[src/rtl/ballast_pkg.sv]
package ballast_pkg;
  typedef enum logic [2:0] {
    MODE_OFF     = 3'd0,
    MODE_PREHEAT = 3'd1,
    MODE_IGNITE  = 3'd2,
    MODE_RUN     = 3'd3,
    MODE_ADAPT   = 3'd4,
    MODE_HALT    = 3'd5
  } lamp_mode_e;
endpackage

[src/rtl/cph_ramp.sv]
module cph_ramp #(
  parameter int CODE_W = 8,
  parameter int CEIL   = 175
) (
  input  logic              clk,
  input  logic              rst_n,
  input  logic              clr_i,
  input  logic              en_i,
  input  logic              up_i,
  input  logic [CODE_W-1:0] step_i,
  output logic [CODE_W-1:0] code_o,
  output logic [CODE_W-1:0] code_nxt_o
);
  localparam int SUM_W = CODE_W + 1;

  logic [CODE_W-1:0] code_q;
  logic [SUM_W-1:0]  sum;
  logic [CODE_W-1:0] up_val;
  logic [CODE_W-1:0] dn_val;

  always_comb begin
    sum    = {1'b0, code_q} + {1'b0, step_i};
    up_val = (sum > SUM_W'(CEIL)) ? CODE_W'(CEIL) : sum[CODE_W-1:0];
    dn_val = (code_q > step_i) ? (code_q - step_i) : '0;
    if (clr_i)     code_nxt_o = '0;
    else if (en_i) code_nxt_o = up_i ? up_val : dn_val;
    else           code_nxt_o = code_q;
  end

  always_ff @(posedge clk or negedge rst_n) begin
    if (!rst_n) code_q <= '0;
    else        code_q <= code_nxt_o;
  end

  assign code_o = code_q;
endmodule

[src/rtl/freq_map.sv]
module freq_map
  import ballast_pkg::*;
#(
  parameter int CODE_W = 8,
  parameter int MULT_W = 10,
  parameter int FRAC_W = 8,
  parameter int IGN_LO = 75,
  parameter int RUN_LO = 125,
  parameter int SLOPE  = 786
) (
  input  lamp_mode_e        mode_i,
  input  logic [CODE_W-1:0] code_i,
  output logic [MULT_W-1:0] mult_o
);
  localparam int PW       = CODE_W + 12;
  localparam int UNITY    = 1 << FRAC_W;
  localparam int PRE_MULT = UNITY + (((RUN_LO - IGN_LO) * SLOPE) >> FRAC_W);

  logic [PW-1:0] gap;
  logic [PW-1:0] prod;

  always_comb begin
    gap  = (code_i < CODE_W'(RUN_LO)) ? (PW'(RUN_LO) - PW'(code_i)) : '0;
    prod = gap * PW'(SLOPE);
    case (mode_i)
      MODE_PREHEAT: mult_o = MULT_W'(PRE_MULT);
      MODE_IGNITE:  mult_o = MULT_W'(UNITY) + MULT_W'(prod >> FRAC_W);
      MODE_RUN,
      MODE_ADAPT:   mult_o = MULT_W'(UNITY);
      default:      mult_o = '0;
    endcase
  end
endmodule

[src/rtl/ballast_seq.sv]
module ballast_seq
  import ballast_pkg::*;
#(
  parameter int CODE_W    = 8,
  parameter int MULT_W    = 10,
  parameter int FRAC_W    = 8,
  parameter int PRE_STEP  = 1,
  parameter int IGN_STEP  = 6,
  parameter int ZVS_STEP  = 1,
  parameter int PULL_STEP = 4,
  parameter int IGN_LO    = 75,
  parameter int RUN_LO    = 125,
  parameter int ADAPT_LO  = 150,
  parameter int HALT_LO   = 65,
  parameter int CEIL      = 175,
  parameter int SLOPE     = 786
) (
  input  logic              clk,
  input  logic              rst_n,
  input  logic              supply_ok,
  input  logic              tick,
  input  logic              ext_pull,
  input  logic              zvs_valid,
  input  logic              zvs_pass,
  output logic [2:0]        mode_o,
  output logic [CODE_W-1:0] cph_o,
  output logic [MULT_W-1:0] freq_o
);
  lamp_mode_e        state_q, state_d;
  logic              clr, en, up;
  logic [CODE_W-1:0] step;
  logic [CODE_W-1:0] code_q, code_nxt;

  // next-state and ramp control
  always_comb begin
    state_d = state_q;
    clr     = 1'b0;
    en      = 1'b0;
    up      = 1'b1;
    step    = CODE_W'(PRE_STEP);
    if (!supply_ok) begin
      clr     = 1'b1;
      state_d = MODE_OFF;
    end else begin
      case (state_q)
        MODE_OFF: begin
          clr     = 1'b1;
          state_d = MODE_PREHEAT;
        end
        MODE_PREHEAT: begin
          en = tick;
          if (code_nxt >= CODE_W'(IGN_LO)) state_d = MODE_IGNITE;
        end
        MODE_IGNITE: begin
          en   = tick;
          step = CODE_W'(IGN_STEP);
          if (code_nxt >= CODE_W'(RUN_LO)) state_d = MODE_RUN;
        end
        MODE_RUN: begin
          en = tick;
          if (code_nxt >= CODE_W'(ADAPT_LO)) state_d = MODE_ADAPT;
        end
        MODE_ADAPT: begin
          if (ext_pull && tick) begin
            en   = 1'b1;
            up   = 1'b0;
            step = CODE_W'(PULL_STEP);
          end else if (zvs_valid) begin
            en   = 1'b1;
            up   = zvs_pass;
            step = CODE_W'(ZVS_STEP);
          end
          if (code_nxt < CODE_W'(HALT_LO)) state_d = MODE_HALT;
        end
        default: state_d = state_q;
      endcase
    end
  end

  always_ff @(posedge clk or negedge rst_n) begin
    if (!rst_n) state_q <= MODE_OFF;
    else        state_q <= state_d;
  end

  cph_ramp #(.CODE_W(CODE_W), .CEIL(CEIL)) u_ramp (
    .clk        (clk),
    .rst_n      (rst_n),
    .clr_i      (clr),
    .en_i       (en),
    .up_i       (up),
    .step_i     (step),
    .code_o     (code_q),
    .code_nxt_o (code_nxt)
  );

  freq_map #(
    .CODE_W (CODE_W), .MULT_W (MULT_W), .FRAC_W (FRAC_W),
    .IGN_LO (IGN_LO), .RUN_LO (RUN_LO), .SLOPE  (SLOPE)
  ) u_freq (
    .mode_i (state_q),
    .code_i (code_q),
    .mult_o (freq_o)
  );

  assign mode_o = state_q;
  assign cph_o  = code_q;
endmodule

[config.mk]
export PLATFORM = sky130hd
export DESIGN_NAME = ballast_seq
export DESIGN_NICKNAME = d
export VERILOG_FILES = /design/src/rtl/ballast_pkg.sv /design/src/rtl/cph_ramp.sv /design/src/rtl/freq_map.sv /design/src/rtl/ballast_seq.sv
export SDC_FILE = /design/constraint.sdc
export NUM_CORES = 1
export LEC_CHECK = 0
export BUFFER_PORTS_ARGS = -buffer_cell sky130_fd_sc_hd__buf_2
export CORE_UTILIZATION = 55
export CTS_CLUSTER_SIZE = 20
export DETAILED_ROUTE_END_ITERATION = 10
export HOLD_SLACK_MARGIN = 0.12
export PLACE_DENSITY = 0.79
export SYNTH_ARGS = -nofsm -noshare
export SYNTH_HDL_FRONTEND = slang
export SYNTH_SLANG_ARGS = --single-unit
[constraint.sdc]
create_clock -name clk -period 9.9 [get_ports clk]
set_clock_uncertainty 0.15 [all_clocks]
set_input_delay 0.495 -clock clk [delete_from_list [all_inputs] [get_ports clk]]
set_output_delay 0.495 -clock clk [all_outputs]
set_load 0.05 [all_outputs]
After elaboration in Yosys (flattened, before gate mapping) --
Index checks and enable logic that the tools add are counted. W data, S select, Z words.
Storage, ports and cells: input port bits 7, ROM bits 0, bits in writable memories 0, logic and storage cells 54, output and inout bits 21, bits in registers 11, memories kept 0, bits in latches 0
Cells by class: div/mod/pow operators 0, reduce and logical (&&, ||, !) cells 5, bitwise operators 0, multipliers 1, add/subtract/negate cells 4, magnitude comparators 7, equal/unequal tests 9, shifts and indexed selects 0, multiplexer cells 26
Operator list (count):
- $mux W8 | 5
- $pmux W10 S3 | 1
- $mux W3 | 7
- $mul A20 B9 Y17 const B | 1
- $mux W20 | 1
- $ge A8 B7 Y1 const B | 2
- $lt A8 B7 Y1 const B | 2
- $pmux W3 S5 | 1
- $ne A3 B3 Y1 const B | 4
- $add A9 B10 Y10 const A | 1
- $add A8 B3 Y9 | 1
- $gt A9 B8 Y1 const B | 1
- $mux W1 | 9
- $sub A7 B8 Y9 const A | 1
- $ge A8 B8 Y1 const B | 1
- $gt A8 B3 Y1 | 1
- $sub A8 B3 Y8 | 1
- $eq A3 B2 Y1 const B | 2
- $ne A6 B1 Y1 const B | 1
- $pmux W3 S2 | 1
- $reduce_and A5 Y1 | 1
- $eq A3 B1 Y1 const B | 1
- $eq A3 B3 Y1 const B | 1
- $logic_not A3 Y1 | 1
- other kinds (4) | 4

Logic depth before layout (Yosys ltp) --
word-level depth 14, mapped depth 21, depth with buffers taken out 21

Modules after synthesis --
From an unflattened synthesis, not the netlist that was laid out.
Second synthesis, totals: cell total of the unflattened synthesis 389, area total of the unflattened synthesis 3113.0 um^2
By module, submodules not included:
- freq_map | times used 1, cells an instance 183, seq. area each 0.0 um^2, area an instance 1521.5 um^2
- cph_ramp | times used 1, cells an instance 154, seq. area each 200.2 um^2, area an instance 1232.4 um^2
- ballast_seq | times used 1, cells an instance 52, seq. area each 75.1 um^2, area an instance 359.1 um^2

Least setup slack after synthesis --
OpenSTA, ideal clock, no wires.
path kind register -> output, start register u_ramp.code_q[1], in the netlist u_ramp.code_o[1], end output port freq_o[5], cell stages (with the launch flop) 16, setup slack 3.972 ns, buffers on the path 0, arrival 5.283 ns, data required time 9.255 ns, cell sequence dfrtp_1 inv_1 ha_1 a21oi_1 nor2b_1 nor2_1 nand4_1 inv_1 fa_1 ha_1 ha_1 a21o_1 a31oi_1 o21ai_0 o21a_1 nor3_1
On the way: word-level cells in the longest chain between the ends 5, elaborated cells on any way between the ends 6, those cells by class 2 x add/sub; 1 x mul; 1 x order compare; 2 x mux
Ends and longest elaborated chain:
- start, declared | RTL line cph_ramp.sv:16 | logic [CODE_W-1:0] code_q;
- start signal, assigned | RTL line cph_ramp.sv:32 | else code_q <= code_nxt_o;
- $sub A7 B8 Y9 / $lt A8 B7 Y1 (equally long branches) | RTL line freq_map.sv:23 | gap = (code_i < CODE_W'(RUN_LO)) ? (PW'(RUN_LO) - PW'(code_i)) : '0;
- $mux W20 (*) | RTL line freq_map.sv:23
- $mul A20 B9 Y17 (*) | RTL line freq_map.sv:24 | prod = gap * PW'(SLOPE);
- $add A9 B10 Y10 (*) | RTL line freq_map.sv:27 | MODE_IGNITE: mult_o = MULT_W'(UNITY) + MULT_W'(prod >> FRAC_W);
- $pmux W10 S3 (*) | RTL line freq_map.sv:25 | case (mode_i)
- end, declared | RTL line ballast_seq.sv:27 | output logic [MULT_W-1:0] freq_o
Mark *: on every way between the ends. The rest lies on a longest branch, timed or not.

Worst setup path in the final report --
start register u_ramp.code_q[3], in the netlist u_ramp.code_o[3], end output port freq_o[9]
The elaborated chain is that of the path after synthesis.

==> impl_metrics.env <==
export IMPL_setup_tns_ns=0
export IMPL_worst_slew_pin_transition_ns=0.980
export IMPL_synth_compound_area_share_pct=24.1
export IMPL_drt_vias_per_instance=6.05
export IMPL_fin_crit_sh_pct=62.9
export IMPL_synth_cell_type_count=66
export IMPL_io_pins=28
export IMPL_hpwl_um=5530
export IMPL_holdWs_ns=0.508
export IMPL_async_flop_share_pct=100
export IMPL_synth_cells=344
export IMPL_die_area_sq_um=5370
export IMPL_cpPeakStageDelay_ns=0.65
export IMPL_max_slew_margin_rel_pct=34.2
export IMPL_n_fill_cell=451
export IMPL_cp_end_kind="output pin"
export IMPL_fin_nets=431
export IMPL_clk_pin_slew_ns=0.05
export IMPL_netlist_area_sq_um=2800
export IMPL_grt_max_degree=20
export IMPL_clk_latency_ns=0.24
export IMPL_grt_pass1_vias=2546
export IMPL_cts_tree="yes"
export IMPL_cp_start_kind="flip-flop"
export IMPL_antenna_found_initial=0
export IMPL_syn_to_final_growth_pct=7.34
export IMPL_htreeDepth=1
export IMPL_yosysWarnings=0
export IMPL_ys_seq_area_share_pct=9.85
export IMPL_drtIter0Drc=213
export IMPL_avgSynthCellArea_sq_um=8.13
export IMPL_critPathSlowestCell="nand4_1"
export IMPL_rr_startpoint="mode_o[2]"
export IMPL_fmax_mhz=161
export IMPL_die_h_um=73.3
export IMPL_crit_type="flip-flop to output pin"
export IMPL_synthAdderAreaFrac_pct=29.4
export IMPL_ys_ff_latch=11
export IMPL_initial_core_util_pct=58.0
export IMPL_cts_max_path_buffers=2
export IMPL_worstPathCellList="and3_1 > and2_1 > nor2b_1 > nor2_1 > nand4_1 > inv_1 > fa_1 > ha_1 > ha_1 > a21o_1 > a31oi_1 > o211ai_1 > a31oi_1 > xnor2_1 > a21oi_1 > xnor2_1 > nor2_1 > buf_2"
export IMPL_clockRootBuffer="clkbuf_8"
export IMPL_cp_arrival_ns=5.58
export IMPL_gp_congestion=0.917
export IMPL_vias=2606
export IMPL_rows=25
export IMPL_synthXorXnorAreaFrac_pct=8.46
export IMPL_cp_max_fo=19
export IMPL_grt_overflow_total=0
export IMPL_cp_top_family="simple AND/OR/NAND/NOR gates"
export IMPL_grtUsageTotal_pct=28.0
export IMPL_drc_errors=0
export IMPL_cp_startpoint="u_ramp.code_o[3]"
export IMPL_final_layout_size_suffix_gt1_share_pct=12.6
export IMPL_fin_crit_ns=6.23
export IMPL_wl_per_cell_um=16.0
export IMPL_synth_edf_count=0
export IMPL_status="finished, final reports clean"
export IMPL_required_ns=9.26
export IMPL_synth_flop_cell="dfrtp_1"
export IMPL_die_width_um=73.3
export IMPL_synth_simple_area_share_pct=19.6
export IMPL_slew_violations=0
export IMPL_postRouteAntennaNets=0
export IMPL_synthMuxAreaShare_pct=2.15
export IMPL_drt_pass1_iter_count=4
export IMPL_finalSetupViolations=0
export IMPL_hold_path_class="input port to async pin"
export IMPL_numPortBuffers=27
export IMPL_core_area_sq_um=4820
export IMPL_synth_top_family_by_area="adder cells"
export IMPL_numCtsBuffers=3
export IMPL_cts_num_sinks=11
export IMPL_rsz0062_at_grt="false"
export IMPL_grt_pass1_wl_um=11900
export IMPL_hold_viol=0
export IMPL_maxCapViolCount=0
export IMPL_diodes=0
export IMPL_wirelength_um=6900
export IMPL_path_buf_inv=2
[state kept, by name (all words and copies together), names as in the netlist]
| register | count |
|---|---|
| mode_o | 3 |
| u_ramp.code_o | 8 |
[what timing repair did]
item                                   4_1_cts  5_1_grt
hold buffers                                 1        0
endpoints found under the hold margin       11        0
buffers inserted                             0        0
gates resized for setup                      0        0
[cell usage after synthesis (5+ instances only)]
library cell	n	area [sq um]
and3_1	6	37.5
inv_1	26	97.6
clkbuf_1	6	22.5
xor2_1	10	87.6
fa_1	11	220
nor2b_1	5	31.3
ha_1	48	601
xnor2_1	17	149
dfrtp_1	11	275
nand2_1	12	45.0
nor2_1	36	135
o21ai_0	11	55.1
nand2b_1	8	50.1
nand3_1	9	45.0
a21oi_1	29	145
mux2i_1	6	60.1
nor3_1	13	65.1
[cell type report]
type | count | area, sq um | area share [%]
repair buffers | 28 | 145 | 4.84
flip-flops and latches | 11 | 275 | 9.17
well taps | 67 | 83.8 | 2.79
inverters | 26 | 97.6 | 3.25
multi-input cells | 295 | 2350 | 78.4
clock buffers | 4 | 45.0 | 1.50
[layer usage]
layer / up-vias / share of wire, % / GRT usage (%)
met2: 85 / 48 / 46.8
li1: 1276 / - / -
met4: 0 / 0.64 / 6.20
met5: - / 0 / 0
met1: 1238 / 46 / 39.5
met3: 7 / 5.6 / 2.33
[kinds of logic after synthesis]
family,Yosys count
buffers and inverters,40
multiplexers,6
flip-flops,11
AND/OR/NAND/NOR,108
other,2
adder cells (fa/ha/maj),59
XOR/XNOR,27
AO/OA/AOI/OAI,91
[metrics by stage]
stage / instances / util, % / instance area [sq um] / worst slack [ns]
final: 431 / 62.3 / 3000 / 3.67
after global routing: 431 / 62.3 / 3000 / 3.08
after CTS: 431 / 62.3 / 3000 / 3.65
after detailed placement: 426 / 61.1 / 2950 / 3.92
after global placement: 426 / 61.1 / 2950 / 4.10
after floorplan: 346 / - / 2800 / 3.97
[worst paths after layout]
check	endpoint	slack [ns]	depth (start not counted)
setup / recovery	freq_o[9]	3.67	18
hold / removal	u_ramp.code_o[7]	0.51	2
setup reg to reg	mode_o[0]	4.64	17
hold reg to reg	mode_o[0]	0.56	1
max in group asynchronous	mode_o[0]	8.89	2
min in group clk	mode_o[2]	0.53	3
[cell usage in the layout (no fill, tap or decap), types with 4 or more instances in the layout]
| cell type | count |
|---|---|
| a211oi_1 | 4 |
| a21o_1 | 4 |
| a21oi_1 | 29 |
| and3_1 | 6 |
| buf_2 | 27 |
| conb_1 | 4 |
| dfrtp_1 | 11 |
| fa_1 | 11 |
| ha_1 | 48 |
| inv_1 | 26 |
| mux2i_1 | 6 |
| nand2_1 | 12 |
| nand2b_1 | 8 |
| nand3_1 | 9 |
| nor2_1 | 36 |
| nor2b_1 | 5 |
| nor3_1 | 13 |
| o21ai_0 | 11 |
| xnor2_1 | 17 |
| xor2_1 | 10 |
Power is left out: the tool's default activity adds up to more than one toggle a clock period on the data nets, which glitch-free logic cannot reach.
